$ cat src/rtl/uart_ovs_pkg.sv
package uart_ovs_pkg;

    localparam int DATA_MAX_W = 9;
    localparam int VOTE_W     = 3;

    typedef enum logic [1:0] {
        RX_HUNT,
        RX_START,
        RX_DATA,
        RX_STOP
    } rx_state_e;

    typedef struct packed {
        logic                  valid;
        logic                  noisy;
        logic [DATA_MAX_W-1:0] word;
    } rx_char_t;

    // Strict majority of the samples taken.
    function automatic logic vote_major(logic [VOTE_W-1:0] ones, logic [VOTE_W-1:0] taken);
        return {ones, 1'b0} > {1'b0, taken};
    endfunction

    // Samples of one bit disagree.
    function automatic logic vote_split(logic [VOTE_W-1:0] ones, logic [VOTE_W-1:0] taken);
        return (ones != '0) && (ones != taken);
    endfunction

endpackage

$ cat src/rtl/uart_ovs_voter.sv
module uart_ovs_voter
    import uart_ovs_pkg::*;
#(
    parameter int OVS   = 16,
    parameter int CNT_W = $clog2(OVS)
) (
    input  logic             clk,
    input  logic             rst,
    input  logic             tick,
    input  logic             rxd,
    input  logic [CNT_W-1:0] phase,
    input  logic             wide,
    input  logic             bit_end,
    output logic             bit_val,
    output logic             bit_noisy
);
    localparam int MID = OVS / 2;
    localparam logic [CNT_W-1:0] WIDE_LO   = CNT_W'(MID - 3);
    localparam logic [CNT_W-1:0] WIDE_HI   = CNT_W'(MID + 3);
    localparam logic [CNT_W-1:0] NARROW_LO = CNT_W'(MID - 1);
    localparam logic [CNT_W-1:0] NARROW_HI = CNT_W'(MID + 1);

    logic [VOTE_W-1:0] ones_q;
    logic [VOTE_W-1:0] taken_q;
    logic              in_win;

    always_comb begin
        if (wide)
            in_win = (phase >= WIDE_LO) && (phase <= WIDE_HI);
        else
            in_win = (phase >= NARROW_LO) && (phase <= NARROW_HI);
    end

    always_ff @(posedge clk) begin
        if (rst) begin
            ones_q  <= '0;
            taken_q <= '0;
        end else if (tick) begin
            if (bit_end) begin
                ones_q  <= '0;
                taken_q <= '0;
            end else if (in_win) begin
                ones_q  <= ones_q + VOTE_W'(rxd);
                taken_q <= taken_q + 1'b1;
            end
        end
    end

    assign bit_val   = vote_major(ones_q, taken_q);
    assign bit_noisy = vote_split(ones_q, taken_q);

endmodule

$ cat src/rtl/uart_ovs_frame.sv
module uart_ovs_frame
    import uart_ovs_pkg::*;
#(
    parameter int OVS   = 16,
    parameter int CNT_W = $clog2(OVS)
) (
    input  logic             clk,
    input  logic             rst,
    input  logic             tick,
    input  logic             rxd,
    input  logic             nine_bit,
    input  logic             bit_val,
    input  logic             bit_noisy,
    output logic [CNT_W-1:0] phase,
    output logic             wide,
    output logic             bit_end,
    output rx_char_t         char_out
);
    localparam logic [CNT_W-1:0] PH_LAST = CNT_W'(OVS - 1);
    localparam int IDX_W = $clog2(DATA_MAX_W + 1);

    rx_state_e               state_q;
    logic [CNT_W-1:0]        phase_q;
    logic [IDX_W-1:0]        idx_q;
    logic [DATA_MAX_W-1:0]   shift_q;
    logic                    noisy_q;
    logic [IDX_W-1:0]        idx_last;

    assign idx_last = nine_bit ? IDX_W'(DATA_MAX_W - 1) : IDX_W'(DATA_MAX_W - 2);
    assign phase    = phase_q;
    assign wide     = (state_q == RX_START);
    assign bit_end  = tick && (state_q != RX_HUNT) && (phase_q == PH_LAST);

    always_comb begin
        char_out.valid = bit_end && (state_q == RX_STOP);
        char_out.noisy = noisy_q | bit_noisy;
        char_out.word  = nine_bit ? shift_q : {1'b0, shift_q[DATA_MAX_W-1:1]};
    end

    always_ff @(posedge clk) begin
        if (rst) begin
            state_q <= RX_HUNT;
            phase_q <= '0;
            idx_q   <= '0;
            shift_q <= '0;
            noisy_q <= 1'b0;
        end else if (tick) begin
            if (state_q == RX_HUNT) begin
                if (!rxd) begin
                    state_q <= RX_START;
                    phase_q <= CNT_W'(1);
                    noisy_q <= 1'b0;
                end
            end else begin
                phase_q <= (phase_q == PH_LAST) ? '0 : phase_q + 1'b1;
                if (bit_end) begin
                    unique case (state_q)
                        RX_START: begin
                            if (bit_val) begin
                                state_q <= RX_HUNT;
                            end else begin
                                state_q <= RX_DATA;
                                idx_q   <= '0;
                                noisy_q <= bit_noisy;
                            end
                        end
                        RX_DATA: begin
                            shift_q <= {bit_val, shift_q[DATA_MAX_W-1:1]};
                            noisy_q <= noisy_q | bit_noisy;
                            idx_q   <= idx_q + 1'b1;
                            if (idx_q == idx_last)
                                state_q <= RX_STOP;
                        end
                        RX_STOP: state_q <= RX_HUNT;
                        default: state_q <= RX_HUNT;
                    endcase
                end
            end
        end
    end

endmodule

$ cat src/rtl/uart_ovs_hold.sv
module uart_ovs_hold
    import uart_ovs_pkg::*;
(
    input  logic                  clk,
    input  logic                  rst,
    input  rx_char_t              char_in,
    input  logic                  stat_rd,
    input  logic                  data_rd,
    output logic [DATA_MAX_W-1:0] rx_data,
    output logic                  rx_full,
    output logic                  rx_ovr,
    output logic                  rx_noise
);
    logic                  armed_q;
    logic                  full_q, ovr_q, noise_q;
    logic [DATA_MAX_W-1:0] data_q;
    logic                  clr;
    logic                  occupied;

    assign clr      = data_rd && armed_q;
    assign occupied = full_q && !clr;

    always_ff @(posedge clk) begin
        if (rst) begin
            armed_q <= 1'b0;
            full_q  <= 1'b0;
            ovr_q   <= 1'b0;
            noise_q <= 1'b0;
            data_q  <= '0;
        end else begin
            if (data_rd)
                armed_q <= 1'b0;
            else if (stat_rd)
                armed_q <= full_q;

            if (char_in.valid) begin
                if (occupied) begin
                    ovr_q <= 1'b1;
                end else begin
                    full_q  <= 1'b1;
                    ovr_q   <= 1'b0;
                    noise_q <= char_in.noisy;
                    data_q  <= char_in.word;
                end
            end else if (clr) begin
                full_q  <= 1'b0;
                ovr_q   <= 1'b0;
                noise_q <= 1'b0;
            end
        end
    end

    assign rx_data  = data_q;
    assign rx_full  = full_q;
    assign rx_ovr   = ovr_q;
    assign rx_noise = noise_q;

endmodule

$ cat src/rtl/uart_ovs_rx.sv
module uart_ovs_rx
    import uart_ovs_pkg::*;
#(
    parameter int OVS = 16
) (
    input  logic       clk,
    input  logic       rst,
    input  logic       tick,
    input  logic       rxd,
    input  logic       nine_bit,
    input  logic       stat_rd,
    input  logic       data_rd,
    output logic [8:0] rx_data,
    output logic       rx_full,
    output logic       rx_ovr,
    output logic       rx_noise
);
    localparam int CNT_W = $clog2(OVS);

    logic [CNT_W-1:0] phase;
    logic             wide;
    logic             bit_end;
    logic             bit_val;
    logic             bit_noisy;
    rx_char_t         char_c;

    uart_ovs_voter #(.OVS(OVS), .CNT_W(CNT_W)) voter_i (
        .clk      (clk),
        .rst      (rst),
        .tick     (tick),
        .rxd      (rxd),
        .phase    (phase),
        .wide     (wide),
        .bit_end  (bit_end),
        .bit_val  (bit_val),
        .bit_noisy(bit_noisy)
    );

    uart_ovs_frame #(.OVS(OVS), .CNT_W(CNT_W)) frame_i (
        .clk      (clk),
        .rst      (rst),
        .tick     (tick),
        .rxd      (rxd),
        .nine_bit (nine_bit),
        .bit_val  (bit_val),
        .bit_noisy(bit_noisy),
        .phase    (phase),
        .wide     (wide),
        .bit_end  (bit_end),
        .char_out (char_c)
    );

    uart_ovs_hold hold_i (
        .clk     (clk),
        .rst     (rst),
        .char_in (char_c),
        .stat_rd (stat_rd),
        .data_rd (data_rd),
        .rx_data (rx_data),
        .rx_full (rx_full),
        .rx_ovr  (rx_ovr),
        .rx_noise(rx_noise)
    );

endmodule

$ cat config.mk
export PLATFORM = sky130hd
export DESIGN_NAME = uart_ovs_rx
export DESIGN_NICKNAME = d
export VERILOG_FILES = /design/src/rtl/uart_ovs_pkg.sv /design/src/rtl/uart_ovs_voter.sv /design/src/rtl/uart_ovs_frame.sv /design/src/rtl/uart_ovs_hold.sv /design/src/rtl/uart_ovs_rx.sv
export SDC_FILE = /design/constraint.sdc
export NUM_CORES = 1
export LEC_CHECK = 0
export ABC_AREA = 1
export CORE_MARGIN = 8
export CORE_UTILIZATION = 48
export CTS_BUF_LIST = sky130_fd_sc_hd__clkbuf_16
export CTS_CLUSTER_SIZE = 28
export DETAILED_ROUTE_END_ITERATION = 6
export PLACE_DENSITY = 0.77
export SKIP_CTS_REPAIR_TIMING = 1
export SYNTH_ARGS = -nofsm -noshare
export SYNTH_HDL_FRONTEND = slang
export SYNTH_SLANG_ARGS = --single-unit
$ cat constraint.sdc
create_clock -name clk -period 1.83 [get_ports clk]
set_input_delay 0.366 -clock clk [delete_from_list [all_inputs] [get_ports clk]]
set_output_delay 0.366 -clock clk [all_outputs]
set_load 0.05 [all_outputs]
==> results_dict.tcl, run 1 <==
set metrics [dict create \
    gr-usage-met1_pct 16.9 \
    htreeDepth 2 \
    yosys_warnings 0 \
    maxCapViolCount 0 \
    rsz0062_at_grt "no" \
    grt-busiest-layer "met2" \
    ys_ff_latch 39 \
    clk_pin_slew_ps 60 \
    synth_ff_type "dfxtp_1" \
    gp_congestion 0.770 \
    die_y_um 82.8 \
    pwr_density_cell_mw_per_mm2 747 \
    initial_utilization_pct 49.5 \
    io_pins 19 \
    fin_worst_skew_ps 3.00 \
    status "complete, no violations" \
    crit_arrival_ps 1830 \
    nets 347 \
    grt_max_degree 24 \
    layout_commonest_cell "nand2_1" \
    grt_use_met2_pct 23.0 \
    postSynth.asyncResetShare_pct 0 \
    fin_setup_tns_ps 0 \
    mostFrequentLayoutCells "nand2_1, dfxtp_1, inv_1, a21oi_1, buf_4" \
    hold_violations 0 \
    antenna_found_initial 0 \
    cts_tree "yes" \
    syn_inst 291 \
    ir_worst_vdd_v 0.000339 \
    hold_ws_ps 465 \
    tightestPinTransition_ps 415 \
    grt_pass1_vias 1756 \
    drc_errors 0 \
    cts_root_buf "clkbuf_16" \
    grt.overflow.total 0 \
    syn-num-nets 313 \
    power.leakage_uw 0.00113 \
    setup_viol 0 \
    core-area_mm2 0.00432 \
    final_antenna_net_count 0 \
    clockBufferDepth 2 \
    holdPathStages 2 \
    cts.sinks 39 \
    rows 24 \
    netlist_area_mm2 0.00214 \
    syn_area_per_cell_um2 7.36 \
    area_delta_synth_final_pct 20.8 \
    slew_viol_final 0 \
    portBuffers 18 \
    ff2ff_path_depth 10 \
    drt_pass1_iterations 4 \
    dieArea_mm2 0.00685 \
    relSlewSlack_pct 72.3 \
    worst_skew_pair.late_latency_ps 280 \
    hold_class "flip-flop to flip-flop" \
    cp-start-kind "flip-flop" \
    grt.met3_usage_pct 2.69 \
    seq_area_frac_synth_pct 36.5 \
    viasPerCell 5.06 \
    hpwl_mm 3.30 \
    crit_type "flip-flop to flip-flop" \
    drive_above_1_share_pct 15.3 \
    end_kind "flip-flop" \
    vias 1914 \
    wl_mm 4.61 \
    crit_required_ps 1980 \
    die_width_um 82.8 \
    grt.total_usage_pct 13.7 \
    cp_max_fo 6 \
    wire_per_inst_um 12.2 \
    diodes 0 \
    grt_pass1_wl_mm 7.47 \
    synth_edf_count 0 \
    fin_crit_sh_pct 91.4 \
    initialDrtViolationCount 117 \
    numCtsBuffers 5 \
    period_minus_slack_ps 1670 \
    fmax_ghz 0.598 \
    yosysUniqueCellTypes 30 \
]
## flip-flops by register name, indices dropped and copies added, names as in the netlist
register,cells
hold_i.rx_full,1
voter_i.taken_q,3
hold_i.rx_ovr,1
hold_i.rx_noise,1
hold_i.armed_q,1
frame_i.state_q,2
frame_i.phase,4
frame_i.shift_q,9
frame_i.noisy_q,1
frame_i.idx_q,4
hold_i.rx_data,9
voter_i.ones_q,3
## report_power, final
part	leakage [µW]	internal (µW)	switching [µW]	total [µW]
registers	0.000316	865	12.1	877
clock network	0.0000649	495	337	832
logic	0.000747	84.5	138	222
## worst paths after layout
check / start / end / slack (ps)
worst min register to register: hold_i.rx_data[2]$_SDFFE_PP0P_ / hold_i.rx_data[2]$_SDFFE_PP0P_ / 460
worst max register to register: frame_i.state_q[1]$_SDFFE_PP0P_ / hold_i.rx_data[6]$_SDFFE_PP0P_ / 160
worst max-delay path: frame_i.state_q[1]$_SDFFE_PP0P_ / hold_i.rx_data[6]$_SDFFE_PP0P_ / 160
worst min-delay path: hold_i.rx_data[2]$_SDFFE_PP0P_ / hold_i.rx_data[2]$_SDFFE_PP0P_ / 460
## routing by layer
layer | routed length, µm | vias to the layer above
met2 | 2180 | 25
met5 | 0 | -
li1 | - | 1014
met4 | 51 | 0
met3 | 223 | 6
met1 | 2160 | 869
## synthesized netlist by cell type (2+ instances only)
cell,count,area (µm²)
dfxtp_1,39,781
nand3_2,2,20.0
clkbuf_1,2,7.51
a211oi_1,2,15.0
xor2_1,3,26.3
ha_1,15,188
nor3_1,2,10.0
xnor2_1,2,17.5
nor2_1,14,52.6
buf_6,2,22.5
nand3_4,2,35.0
nand2_4,2,22.5
nand4_1,9,56.3
nand2_2,2,12.5
inv_1,34,128
a21oi_1,34,170
o21ai_0,18,90.1
nand3_1,13,65.1
buf_2,3,15.0
nand2_1,81,304
## critical path, cell delays in order, from the launching register on
cell     delay (ps)
dfxtp_2         350
inv_1            90
ha_1            230
inv_1           100
nand2_2         100
nor2_8          140
buf_12          130
nand3_4         110
buf_4           170
nand2_1          50
a21oi_1          80
## through the flow
stage                     instances  util (%)  setup slack, ps  total power (µW)  instance area (µm²)
final                           378      59.8              157              1930                 2590
after floorplan                 291         -              167              1040                 2140
after global placement          361      54.7             54.9              1110                 2360
after CTS                       369      57.9             16.4              1940                 2500
after global routing            378      59.8             19.4              2010                 2590
after detailed placement        361      54.7             1.11              1110                 2360
## final cells by class
cell class	count	area, µm²
clock buffer	5	125
clock inverter	3	15.0
fill	385	1740
inverter	36	140
multi-input combinational	208	1170
sequential	39	783
tap	52	65.1
timing repair buffer	35	290
## cell families (layout without fill, tap and decap cells)
family | Yosys count | in the layout | synth area share (%)
multiplexers | 1 | 1 | 0.468
flip-flops | 39 | 39 | 36.5
AO/OA/AOI/OAI | 58 | 58 | 14.3
AND/OR/NAND/NOR | 129 | 129 | 28.9
buffers and inverters | 44 | 79 | 9.00
adder cells (fa/ha/maj) | 15 | 15 | 8.77
XOR/XNOR | 5 | 5 | 2.05
(Power assumes the default switching activity.)
==> run 2, diff against run 1 <==
--- a/config.mk
+++ b/config.mk
@@ -6,12 +6,13 @@
 export NUM_CORES = 1
 export LEC_CHECK = 0
 export ABC_AREA = 1
-export CORE_MARGIN = 8
+export CORE_MARGIN = 2
 export CORE_UTILIZATION = 48
 export CTS_BUF_LIST = sky130_fd_sc_hd__clkbuf_16
 export CTS_CLUSTER_SIZE = 28
 export DETAILED_ROUTE_END_ITERATION = 6
 export PLACE_DENSITY = 0.77
+export SETUP_SLACK_MARGIN = 0.1
 export SKIP_CTS_REPAIR_TIMING = 1
 export SYNTH_ARGS = -nofsm -noshare
 export SYNTH_HDL_FRONTEND = slang
==> results_dict.tcl, run 2 (synthesis results as in run 1) <==
set metrics [dict create \
    status "complete, no violations" \
    layout_commonest_cell "nand2_1" \
    fmax_ghz 0.615 \
    hold_violations 0 \
    clockBufferDepth 2 \
    crit_type "flip-flop to flip-flop" \
    maxCapViolCount 0 \
    switching_share_pct 23.7 \
    io_pins 19 \
    rows 24 \
    crit_required_ps 1990 \
    dieArea_mm2 0.00501 \
    hold_class "flip-flop to flip-flop" \
    wire_per_inst_um 11.8 \
    fin_crit_sh_pct 88.9 \
    drive_above_1_share_pct 14.9 \
    grt.overflow.total 0 \
    pwr_density_cell_mw_per_mm2 788 \
    power.leakage_uw 0.00124 \
    crit_arrival_ps 1790 \
    initial_utilization_pct 49.5 \
    viasPerCell 5.10 \
    fillerInstances 370 \
    die_y_um 70.8 \
    htreeDepth 2 \
    area_delta_synth_final_pct 23.5 \
    cp_max_fo 8 \
    hold_ws_ps 454 \
    drt_pass1_iterations 4 \
    ir_worst_vdd_v 0.000314 \
    slew_viol_final 0 \
    mostFrequentLayoutCells "nand2_1, dfxtp_1, a21oi_1, inv_1, buf_4" \
    final_util_pct 61.1 \
    clk_pin_slew_ps 60 \
    cts_root_buf "clkbuf_16" \
    grt.total_usage_pct 19.5 \
    cts.sinks 39 \
    tightestPinTransition_ps 502 \
    wl_mm 4.44 \
    p_seq_share_pct 42.2 \
    pwr-share-comb_pct 11.2 \
    worst_skew_pair.late_latency_ps 280 \
    fin_setup_tns_ps 0 \
    drc_errors 0 \
    period_minus_slack_ps 1630 \
    grt_max_degree 24 \
    end_kind "flip-flop" \
    setup_viol 0 \
    hpwl_mm 3.11 \
    antenna_found_initial 0 \
    initialDrtViolationCount 117 \
    rsz0062_at_grt "no" \
    portBuffers 18 \
    cp-start-kind "flip-flop" \
    grt_pass1_vias 1836 \
    clock_power_share_pct 46.6 \
    die_width_um 70.8 \
    grt_pass1_wl_mm 7.92 \
    fin_worst_skew_ps 3.48 \
    diodes 0 \
    vias 1912 \
    gp_congestion 0.760 \
    cts_tree "yes" \
    final_antenna_net_count 0 \
    p_int_uw 1590 \
    p_switching_uw 494 \
    core-area_mm2 0.00432 \
    nets 344 \
    numCtsBuffers 5 \
    relSlewSlack_pct 66.5 \
]
-- run 2: changes by cell type in the layout (fill, tap and decap cells not counted), sizes merged --
| cell | before | now |
|---|---|---|
| clkinv | 3 | 4 |
| buf | 29 | 19 |
| dlymetal6s2s | 0 | 6 |
| bufinv | 0 | 1 |
| clkinvlp | 1 | 0 |
-- run 2: path summary, 6_finish.rpt --
path                            slack, ps  cells after the start                           from                        endpoint
worst max-delay path                  200                      7  frame_i.phase[0]$_SDFFE_PP0P_  hold_i.rx_data[7]$_SDFFE_PP0P_
worst min-delay path                  450                      2     hold_i.rx_ovr$_SDFFE_PP0P_      hold_i.rx_ovr$_SDFFE_PP0P_
worst max register to register        200                      7  frame_i.phase[0]$_SDFFE_PP0P_  hold_i.rx_data[7]$_SDFFE_PP0P_
worst min register to register        450                      2     hold_i.rx_ovr$_SDFFE_PP0P_      hold_i.rx_ovr$_SDFFE_PP0P_
-- run 2: per-layer routing --
layer,vias up,share of wire (%),track usage (%)
li1,1013,-,-
met1,852,47,24.4
met2,42,47,33.2
met3,5,5.7,4.70
met4,0,1.0,6.29
met5,-,0,0
-- run 2: critical path, stage by stage (launching register included) --
cell and delay (ps):
dfxtp_1 390, ha_2 230, nand3_2 130, nor2_8 260, nand3_4 180, buf_12 170, nand2_1 60, a21oi_1 70
-- run 2: final cells by class --
cell class,count,area [µm²],area share [%]
sequential,39,787,29.8
clock inverter,3,38.8,1.47
multi-input combinational,208,1180,44.6
timing repair inverter,1,5.00,0.189
clock buffer,5,125,4.73
timing repair buffer,31,303,11.5
inverter,36,140,5.30
tap,52,65.1,2.46
-- run 2: power by group through the flow --
stage / combinational [µW] / sequential, µW / clock (µW)
floorplan: 147 / 895 / 0
global route: 266 / 881 / 1020
finish: 234 / 879 / 970
detailed placement: 224 / 895 / 0
global placement: 217 / 894 / 0
CTS: 228 / 877 / 985
-- run 2: metrics by stage --
| step | cell area (µm²) | worst slack (ps) | instances | power [µW] |
|---|---|---|---|---|
| 3_3_place_gp | 2400 | 54.2 | 362 | 1110 |
| 6_report | 2640 | 204 | 375 | 2080 |
| 3_5_place_dp | 2400 | 31.1 | 362 | 1120 |
| 4_1_cts | 2560 | 32.6 | 370 | 2090 |
| 5_1_grt | 2640 | 97.1 | 375 | 2160 |
| 2_1_floorplan | 2140 | 167 | 291 | 1040 |
==> run 3, diff against run 2 <==
--- a/config.mk
+++ b/config.mk
@@ -9,8 +9,9 @@
 export CORE_MARGIN = 2
 export CORE_UTILIZATION = 48
 export CTS_BUF_LIST = sky130_fd_sc_hd__clkbuf_16
-export CTS_CLUSTER_SIZE = 28
+export CTS_CLUSTER_SIZE = 24
 export DETAILED_ROUTE_END_ITERATION = 6
+export HOLD_SLACK_MARGIN = 0.06
 export PLACE_DENSITY = 0.77
 export SETUP_SLACK_MARGIN = 0.1
 export SKIP_CTS_REPAIR_TIMING = 1
==> results of run 3 <==
Same layout as run 2: the final DEF is identical, and so are final timing and power.
